--- src/rtl/mag_cmp_chain.sv ---
module mag_cmp_chain #(
  parameter int SLICES  = 3,
  parameter int SLICE_W = 4
) (
  input  logic [SLICES*SLICE_W-1:0] a_i,
  input  logic [SLICES*SLICE_W-1:0] b_i,
  input  logic                      cas_lt_i,
  input  logic                      cas_eq_i,
  input  logic                      cas_gt_i,
  output logic                      lt_o,
  output logic                      eq_o,
  output logic                      gt_o
);
  localparam int W = SLICES * SLICE_W;

  logic [W:0] lt_c;
  logic [W:0] eq_c;
  logic [W:0] gt_c;

  assign lt_c[0] = cas_lt_i;
  assign eq_c[0] = cas_eq_i;
  assign gt_c[0] = cas_gt_i;

  for (genvar s = 0; s < SLICES; s++) begin : g_slice
    localparam int LO = s * SLICE_W;
    localparam int HI = LO + SLICE_W;

    for (genvar i = 0; i < SLICE_W; i++) begin : g_cell
      localparam int K = LO + i;
      logic same;
      assign same       = ~(a_i[K] ^ b_i[K]);
      assign eq_c[K+1]  = same & eq_c[K];
      assign gt_c[K+1]  = (a_i[K] & ~b_i[K]) | (same & gt_c[K]);
      assign lt_c[K+1]  = (~a_i[K] & b_i[K]) | (same & lt_c[K]);
    end

    always_comb begin
      if ($countones({lt_c[LO], eq_c[LO], gt_c[LO]}) == 1)
        AST_SLICE_ONE_HOT: assert ($countones({lt_c[HI], eq_c[HI], gt_c[HI]}) == 1);
      if (a_i[HI-1:LO] != b_i[HI-1:LO])
        AST_SLICE_DECIDES: assert (gt_c[HI] == (a_i[HI-1:LO] > b_i[HI-1:LO]));
    end
  end

  assign lt_o = lt_c[W];
  assign eq_o = eq_c[W];
  assign gt_o = gt_c[W];

  always_comb begin
    if ($countones({cas_lt_i, cas_eq_i, cas_gt_i}) == 1)
      AST_OUT_ONE_HOT: assert ($countones({lt_o, eq_o, gt_o}) == 1);
    if (a_i == b_i)
      AST_EQUAL_PASS: assert ({lt_o, eq_o, gt_o} == {cas_lt_i, cas_eq_i, cas_gt_i});
    if (a_i != b_i)
      AST_UNEQUAL_DECIDED: assert (!eq_o && (gt_o == (a_i > b_i)) && (lt_o == (a_i < b_i)));
    if (cas_eq_i && !cas_lt_i && !cas_gt_i && a_i > b_i)
      AST_GREATER: assert (gt_o && !lt_o && !eq_o);
  end
endmodule

--- config.mk ---
export PLATFORM = sky130hd
export DESIGN_NAME = mag_cmp_chain
export DESIGN_NICKNAME = d
export VERILOG_FILES = /design/src/rtl/mag_cmp_chain.sv
export SDC_FILE = /design/constraint.sdc
export NUM_CORES = 1
export LEC_CHECK = 0
export BUFFER_PORTS_ARGS = -buffer_cell sky130_fd_sc_hd__buf_2
export CORE_UTILIZATION = 46
export DETAILED_ROUTE_END_ITERATION = 12
export PLACE_DENSITY = 0.8
export SLEW_MARGIN = 20
export SYNTH_ARGS = -nofsm -noshare
export SYNTH_HDL_FRONTEND = slang
export SYNTH_SLANG_ARGS = --single-unit
--- constraint.sdc ---
create_clock -name vclk -period 2.65
set_clock_uncertainty 0.05 [all_clocks]
set_input_delay 0.1325 -clock vclk [all_inputs]
set_output_delay 0.1325 -clock vclk [all_outputs]
set_load 0.01 [all_outputs]
# Yosys cells after proc, flatten, opt, wreduce, memory -nomap -nowiden

Index checks and enable logic that the tools add are counted.

Register bits after elaboration: 0
Output and inout port bits: 3
Logic and storage cells: 132

Bitwise operators: 132

Operators by type and width:

| cell        | count |
|---|---|
| $and 1x1->1 | 60 |
| $not 1->1   | 36 |
| $or 1x1->1  | 24 |
| $xor 1x1->1 | 12 |

# Longest topological paths before layout

Gate-level depths: netlist of run 1.

Depth after elaboration: 26
Depth in mapped cells: 6

# Least setup slack after synthesis of run 1

No wires, ideal clock.

Path type: input to output
Start: input port a_i[6]
End: output port gt_o
Data arrival time: 1023 ps
Required time: 2467 ps
Setup slack: 1445 ps
Stages: 6
Buffers on the path: 0
Cell sequence: inv_1 > ha_1 > a21oi_1 > nand2_1 > a211oi_1 > a21oi_1

Longest elaborated chain between the ends: 14

RTL lines:

| element         | RTL line | RTL |
|---|---|---|
| start, declared | 5        | `input logic [SLICES*SLICE_W-1:0] a_i,` |
| $xor 1x1->1     | 31       | `assign same = ~(a_i[K] ^ b_i[K]);` |
| $not 1->1       | 31       |  |
| $and 1x1->1     | 33       | `assign gt_c[K+1] = (a_i[K] & ~b_i[K]) \| (same & gt_c[K]);` |
| $or 1x1->1 *    | 33       |  |
| $and 1x1->1 *   | 33       |  |
| $or 1x1->1 *    | 33       |  |
| $and 1x1->1 *   | 33       |  |
| $or 1x1->1 *    | 33       |  |
| $and 1x1->1 *   | 33       |  |
| $or 1x1->1 *    | 33       |  |
| $and 1x1->1 *   | 33       |  |
| $or 1x1->1 *    | 33       |  |
| $and 1x1->1 *   | 33       |  |
| $or 1x1->1 *    | 33       |  |
| end, declared   | 12       | `output logic gt_o` |

Every way passes the cells marked *; elsewhere a longest branch is shown, timed or not.

# Worst setup path after layout of run 1

Start: input port a_i[6]
End: output port lt_o

Longest elaborated chain between the ends: 14

RTL lines:

| element       | RTL line | RTL |
|---|---|---|
| $xor 1x1->1   | 31       |  |
| $not 1->1     | 31       |  |
| $and 1x1->1   | 34       | `assign lt_c[K+1] = (~a_i[K] & b_i[K]) \| (same & lt_c[K]);` |
| $or 1x1->1 *  | 34       |  |
| $and 1x1->1 * | 34       |  |
| $or 1x1->1 *  | 34       |  |
| $and 1x1->1 * | 34       |  |
| $or 1x1->1 *  | 34       |  |
| $and 1x1->1 * | 34       |  |
| $or 1x1->1 *  | 34       |  |
| $and 1x1->1 * | 34       |  |
| $or 1x1->1 *  | 34       |  |
| $and 1x1->1 * | 34       |  |
| $or 1x1->1 *  | 34       |  |
| end, declared | 10       | `output logic lt_o,` |

Marked as above.

==> summary.md, run 1 <==
| Metric | Value |
|---|---|
| Outcome | `finished clean` |
| Die Wd | `between 30 and 40 um` |
| CP max stage cell | `ha_1` |
| Top Ports | `30` |
| Chip Height | `roughly 38 um` |
| Hold-fix buffers, CTS | `0` |
| Avg Cell Area, Syn | `~6.6 um2` |
| CP endpoint kind | `primary output` |
| Final hold slack | `about 0.57 ns` |
| Post-synthesis sequential area ratio | `0` |
| WL per Instance | `slightly above 9 um` |
| Gate Count Post-Synth | `90` |
| Critical Path AT | `between 1 and 1.5 ns` |
| Max VDD drop | `0.0725 mV` |
| Final #Nets | `about 170` |
| Final setup fails | `0` |
| Fin util | `0.662` |
| Drt initial violations | `8` |
| TNS Setup | `0 ns` |
| Crit path launch type | `primary input` |
| Dpl ws | `approximately 1.2 ns` |
| Placed instance area | `766 um2` |
| N_diodes | `0` |
| Top cells by count, synth | `24 x ha_1, 24 x inv_1, 10 x a21oi_1` |
| Maximum capacitance violations | `0` |
| Final Cell Area | `around 770 um2` |
| Worst hold path type | `primary input to primary output` |
| Cell Pwr Density | `137 nW/um2` |
| Final worst slack | `1.18 ns` |
| Crit-path cells | `buf_2 > inv_1 > ha_1 > a21oi_1 > nand2_1 > a211oi_1 > a21oi_1 > buf_2` |
| Clkbuf count | `0` |
| Vias in the first global route | `approximately 600` |
| Slew at the pin closest to its max-slew limit | `approximately 0.20 ns` |
| Via Count | `about 640` |
| Worst stage delay on the critical path | `about 0.34 ns` |
| Inst Count DP | `around 130` |
| Post-DRT Antenna Nets | `0` |
| Proportion of layout cells with a drive suffix above 1 | `0.258` |
| Top cells by area, synth | `ha_1 50%, inv_1 15%, a21oi_1 8.4%` |
| Min cycle time layout | `~1.5 ns` |
| Core area | `between 1000 and 1500 um2` |
| Routability congestion estimate | `between 0.7 and 0.8` |
| DRT Pass-1 Iters | `4` |
| Final Hold Viols | `0` |
| Seq Cell Count | `0` |
| PostCTS Resize Cnt | `0` |
| Via density | `4.81` |
| Mapped cell area | `approximately 600 um2` |
| Max-Slew Margin vs Limit | `0.869` |
| Gr ovfl total | `0` |
| Critical path class | `primary input to primary output` |
| Library cells used by synthesis | `12` |
| Syn_nets | `around 140` |
| Critical Path RT | `approximately 2.5 ns` |
| HPWL after DPL | `about 1100 um` |
| Remaining DRCs | `0` |
| RSZ-0062 raised after global routing | `no` |
| Non-Filler Instances | `between 100 and 150` |
| Initial antenna violation count | `0` |
| Initial Utilization | `0.517` |
| Synth top area share | `0.502` |
| Ys Warns | `0` |
| Total track usage | `0.185` |
| Final WL | `around 1200 um` |
| Post-CTS Setup Bufs | `0` |
| Max Fclk | `0.680 GHz` |
| Largest net degree at the start of global routing | `7` |
| Area Growth Syn to Fin | `28.0%` |
| First-pass GRT wire length | `around 2100 um` |
| Worst Path Max Fanout | `5` |
| Hold depth | `4` |
| Cell Rows | `12` |
| Port Buffers | `30` |
| Register Area | `0 um2` |
| DIE AREA | `between 1000 and 1500 um2` |
| Lkg Pwr | `between 0.5 and 0.6 nW` |
| Slew Limit Fails | `0` |
| Fin crit share | `0.555` |
| Total Power Consumption | `0.105 mW` |
| Dominant cell type by area after synthesis | `ha_1` |
[routing by layer]
metal,wire [um],track usage,part of all wire
met1,575,0.219,0.47
met2,613,0.373,0.50
met3,31,0,0.025
met4,0,0.0179,0
met5,0,0,0
[final cells by class]
cell class         instances  area (um2)
well taps                 14        17.5
fillers                  118         390
multi-input cells         66         508
repair buffers            30         150
inverters                 24        90.1
[report_power, final]
part	internal [mW]	total, mW	switching (mW)
Clock	0	0	0
Sequential	0	0	0
Combinational	0.0487	0.105	0.0560
[cell usage in the layout, fill, tap and decap left out]
| cell | n |
|---|---|
| nand3_1 | 5 |
| buf_2 | 30 |
| nor3_2 | 1 |
| a211oi_1 | 2 |
| o21ai_1 | 3 |
| o21ai_0 | 3 |
| and4_1 | 1 |
| inv_1 | 24 |
| nand2_1 | 7 |
| ha_1 | 24 |
| nand4_1 | 2 |
| a21oi_1 | 10 |
| nor2_1 | 8 |
[critical path: cells and delay by family]
family / cells / cell delay (ns)
buffers and inverters: 3 / 0.27
adders and majority gates: 1 / 0.34
AOI/OAI and AO/OA: 3 / 0.48
and+or+nand+nor: 1 / 0.06
[logic make-up after synthesis]
logic type | synth area share
AOI/OAI and AO/OA | 0.159
buffers and inverters | 0.151
and+or+nand+nor | 0.188
adders and majority gates | 0.502
[final timing paths]
kind	start	to	slack (ns)
min	cas_eq_i	eq_o	0.57
max	a_i[6]	lt_o	1.18
No activity file was read; power rests on OpenSTA's default activity.
==> run 2: changes to the inputs <==
--- a/config.mk
+++ b/config.mk
@@ -6,9 +6,9 @@
 export NUM_CORES = 1
 export LEC_CHECK = 0
 export BUFFER_PORTS_ARGS = -buffer_cell sky130_fd_sc_hd__buf_2
-export CORE_UTILIZATION = 46
+export CORE_UTILIZATION = 44
 export DETAILED_ROUTE_END_ITERATION = 12
-export PLACE_DENSITY = 0.8
+export PLACE_DENSITY = 0.81
 export SLEW_MARGIN = 20
 export SYNTH_ARGS = -nofsm -noshare
 export SYNTH_HDL_FRONTEND = slang
==> constraint.sdc (replaced) <==
create_clock -name vclk -period 1.2
set_clock_uncertainty 0.05 [all_clocks]
set_input_delay 0.06 -clock vclk [all_inputs]
set_output_delay 0.06 -clock vclk [all_outputs]
set_load 0.01 [all_outputs]
==> run 2 against run 1 <==
  * The run now ends with negative setup slack left
  * Non-clock buffer count up 5
  * Wire length rose by 74%
  * Global-route usage grew 3.4 points
  * Worst setup slack got worse by 1.3 ns
  * First-iteration DRC count up 88%
  * Utilization is 22 points higher
  * Clock-buffer cell count is the same
  * Highest routed layer is now met4
==> summary.md, run 2 (same netlist as run 1, synthesis figures left out) <==
| Metric | Value |
|---|---|
| Most used routing layer | `met2` |
| DRT Pass-1 Iters | `4 (unchanged)` |
| Worst hold path type | `primary input to primary output` |
| Min cycle time layout | `roughly 1.3 ns` |
| Core area | `1190 um2 (+2.6%)` |
| Top Ports | `30 (unchanged)` |
| Critical path class | `primary input to primary output` |
| Area Growth Syn to Fin | `74.9%` |
| Final hold slack | `0.425 ns (-0.141 ns)` |
| TNS Setup | `-0.0955 ns (-0.0955 ns)` |
| Slew Limit Fails | `0 (unchanged)` |
| Final Hold Viols | `0 (unchanged)` |
| Worst Path Max Fanout | `6 (+1)` |
| DIE AREA | `1510 um2 (+4.3%)` |
| Critical Path AT | `1.19 ns (-0.10 ns)` |
| First-pass GRT wire length | `2440 um (+19%)` |
| Met2 usage | `0.442 (+0.0688)` |
| Slew at the pin closest to its max-slew limit | `0.220 ns (+0.0245 ns)` |
| Max-Slew Margin vs Limit | `0.853 (-0.0156)` |
| Via density | `5.53 (+15%)` |
| Failing checks | `negative setup slack` |
| Initial antenna violation count | `0 (unchanged)` |
| Clkbuf count | `0 (unchanged)` |
| Critical Path RT | `1.09 ns (-1.38 ns)` |
| Hold Path Origin | `cas_eq_i` |
| Cell Pwr Density | `365 nW/um2 (+170%)` |
| RSZ-0062 raised after global routing | `yes` |
| Met1 usage | `0.267 (+0.0481)` |
| Final #Nets | `178 (+2.9%)` |
| Final setup fails | `1 (+1)` |
| Max Fclk | `about 0.77 GHz` |
| Most frequent cells in the layout | `24 x buf_2, 16 x inv_1, 12 x ha_4, 9 x ha_1` |
| Fill cells | `60 (-49%)` |
| Outcome | `complete, but fails checks` |
| Via Count | `769 (+19%)` |
| Cell Rows | `12 (unchanged)` |
| WL per Instance | `15.3 um (+68%)` |
| Max VDD drop | `0.248 mV (+240%)` |
| Drt initial violations | `15 (+7)` |
| Register Area | `0 um2 (unchanged)` |
| Final worst slack | `-0.0955 ns (-1.28 ns)` |
| Proportion of layout cells with a drive suffix above 1 | `0.560 (+0.302)` |
| Seq Cell Count | `0 (unchanged)` |
| HPWL after DPL | `1150 um (+1.3%)` |
| Critical Path Sink | `lt_o` |
| Vias in the first global route | `633 (+6.2%)` |
| Crit path launch type | `primary input` |
| Largest net degree at the start of global routing | `7 (unchanged)` |
| Fin crit share | `1.08` |
| Gr ovfl total | `0 (unchanged)` |
| Maximum capacitance violations | `0 (unchanged)` |
| Lkg Pwr | `0.537 nW (+6.4%)` |
| Worst setup startpoint | `b_i[3]` |
| Final WL | `2120 um (+74%)` |
| Most common cell after layout, fill and taps aside | `buf_2` |
| Initial Utilization | `0.504 (-0.0131)` |
| N_diodes | `0 (unchanged)` |
| CP endpoint kind | `primary output` |
| Routability congestion estimate | `0.686 (-6.2%)` |
| Remaining DRCs | `0 (unchanged)` |
| Port Buffers | `30 (unchanged)` |
| Die Wd | `38.9 um (+2.1%)` |
| Total track usage | `0.219 (+0.0342)` |
| Chip Height | `38.9 um (+2.1%)` |
| Post-DRT Antenna Nets | `0 (unchanged)` |
| Grt met3 use | `0 (unchanged)` |
| Hold-fix buffers, CTS | `0 (unchanged)` |
| Fin util | `0.882 (+0.220)` |
==> run 2: cell types whose count changed in the layout (fill, tap and decap cells not counted), sizes merged <==
cell / previous run / this run
buf: 30 / 35
==> run 2: what timing repair did <==
action,4_1_cts,5_1_grt
gates cloned,0,0
pin swaps,0,19
gates resized for setup,8,38
setup buffers,0,1
setup endpoints to repair,3,3
==> run 2: through the flow <==
| stage | power [mW] | std cells | setup slack (ns) | instance area, um2 |
|---|---|---|---|---|
| final | 0.382 | 139 | -0.0955 | 1050 |
| after global routing | 0.413 | 139 | -0.0888 | 1050 |
| after CTS | 0.274 | 138 | 0.00312 | 850 |
| after detailed placement | 0.243 | 138 | -0.118 | 796 |
| after global placement | 0.233 | 138 | -0.0856 | 796 |
| after floorplan | 0.138 | 90 | 0.140 | 598 |
==> run 2: final cells by class <==
class | count | area [um2] | share of cell area
Inverter | 24 | 92.6 | 0.0885
Timing Repair Buffer | 35 | 225 | 0.215
Tap cell | 14 | 17.5 | 0.0167
Multi-Input combinational cell | 66 | 711 | 0.679
==> run 2: worst max-delay path, cell delays in order <==
cell and delay [ns]:
buf_2 0.13, ha_4 0.27, a21oi_1 0.23, nand2_1 0.09
o21ai_1 0.16, a21oi_1 0.10, buf_2 0.15
==> run 2: worst min path at each step <==
stage / endpoint / depth (start not counted)
finish: eq_o / 4
global route: eq_o / 4
CTS: eq_o / 4
detailed placement: eq_o / 4
global placement: eq_o / 4
floorplan: eq_o / 2
==> run 2: report_power, final <==
part / switching (mW) / internal [mW] / total, mW
combinational: 0.191 / 0.191 / 0.382
sequential: 0 / 0 / 0
clock: 0 / 0 / 0
total: 0.191 / 0.191 / 0.382
==> run 2: metal layers <==
layer,vias to the layer above,part of all wire
met5,-,0
met4,0,0.033
met3,6,0.039
met2,31,0.54
met1,370,0.38
li1,362,-
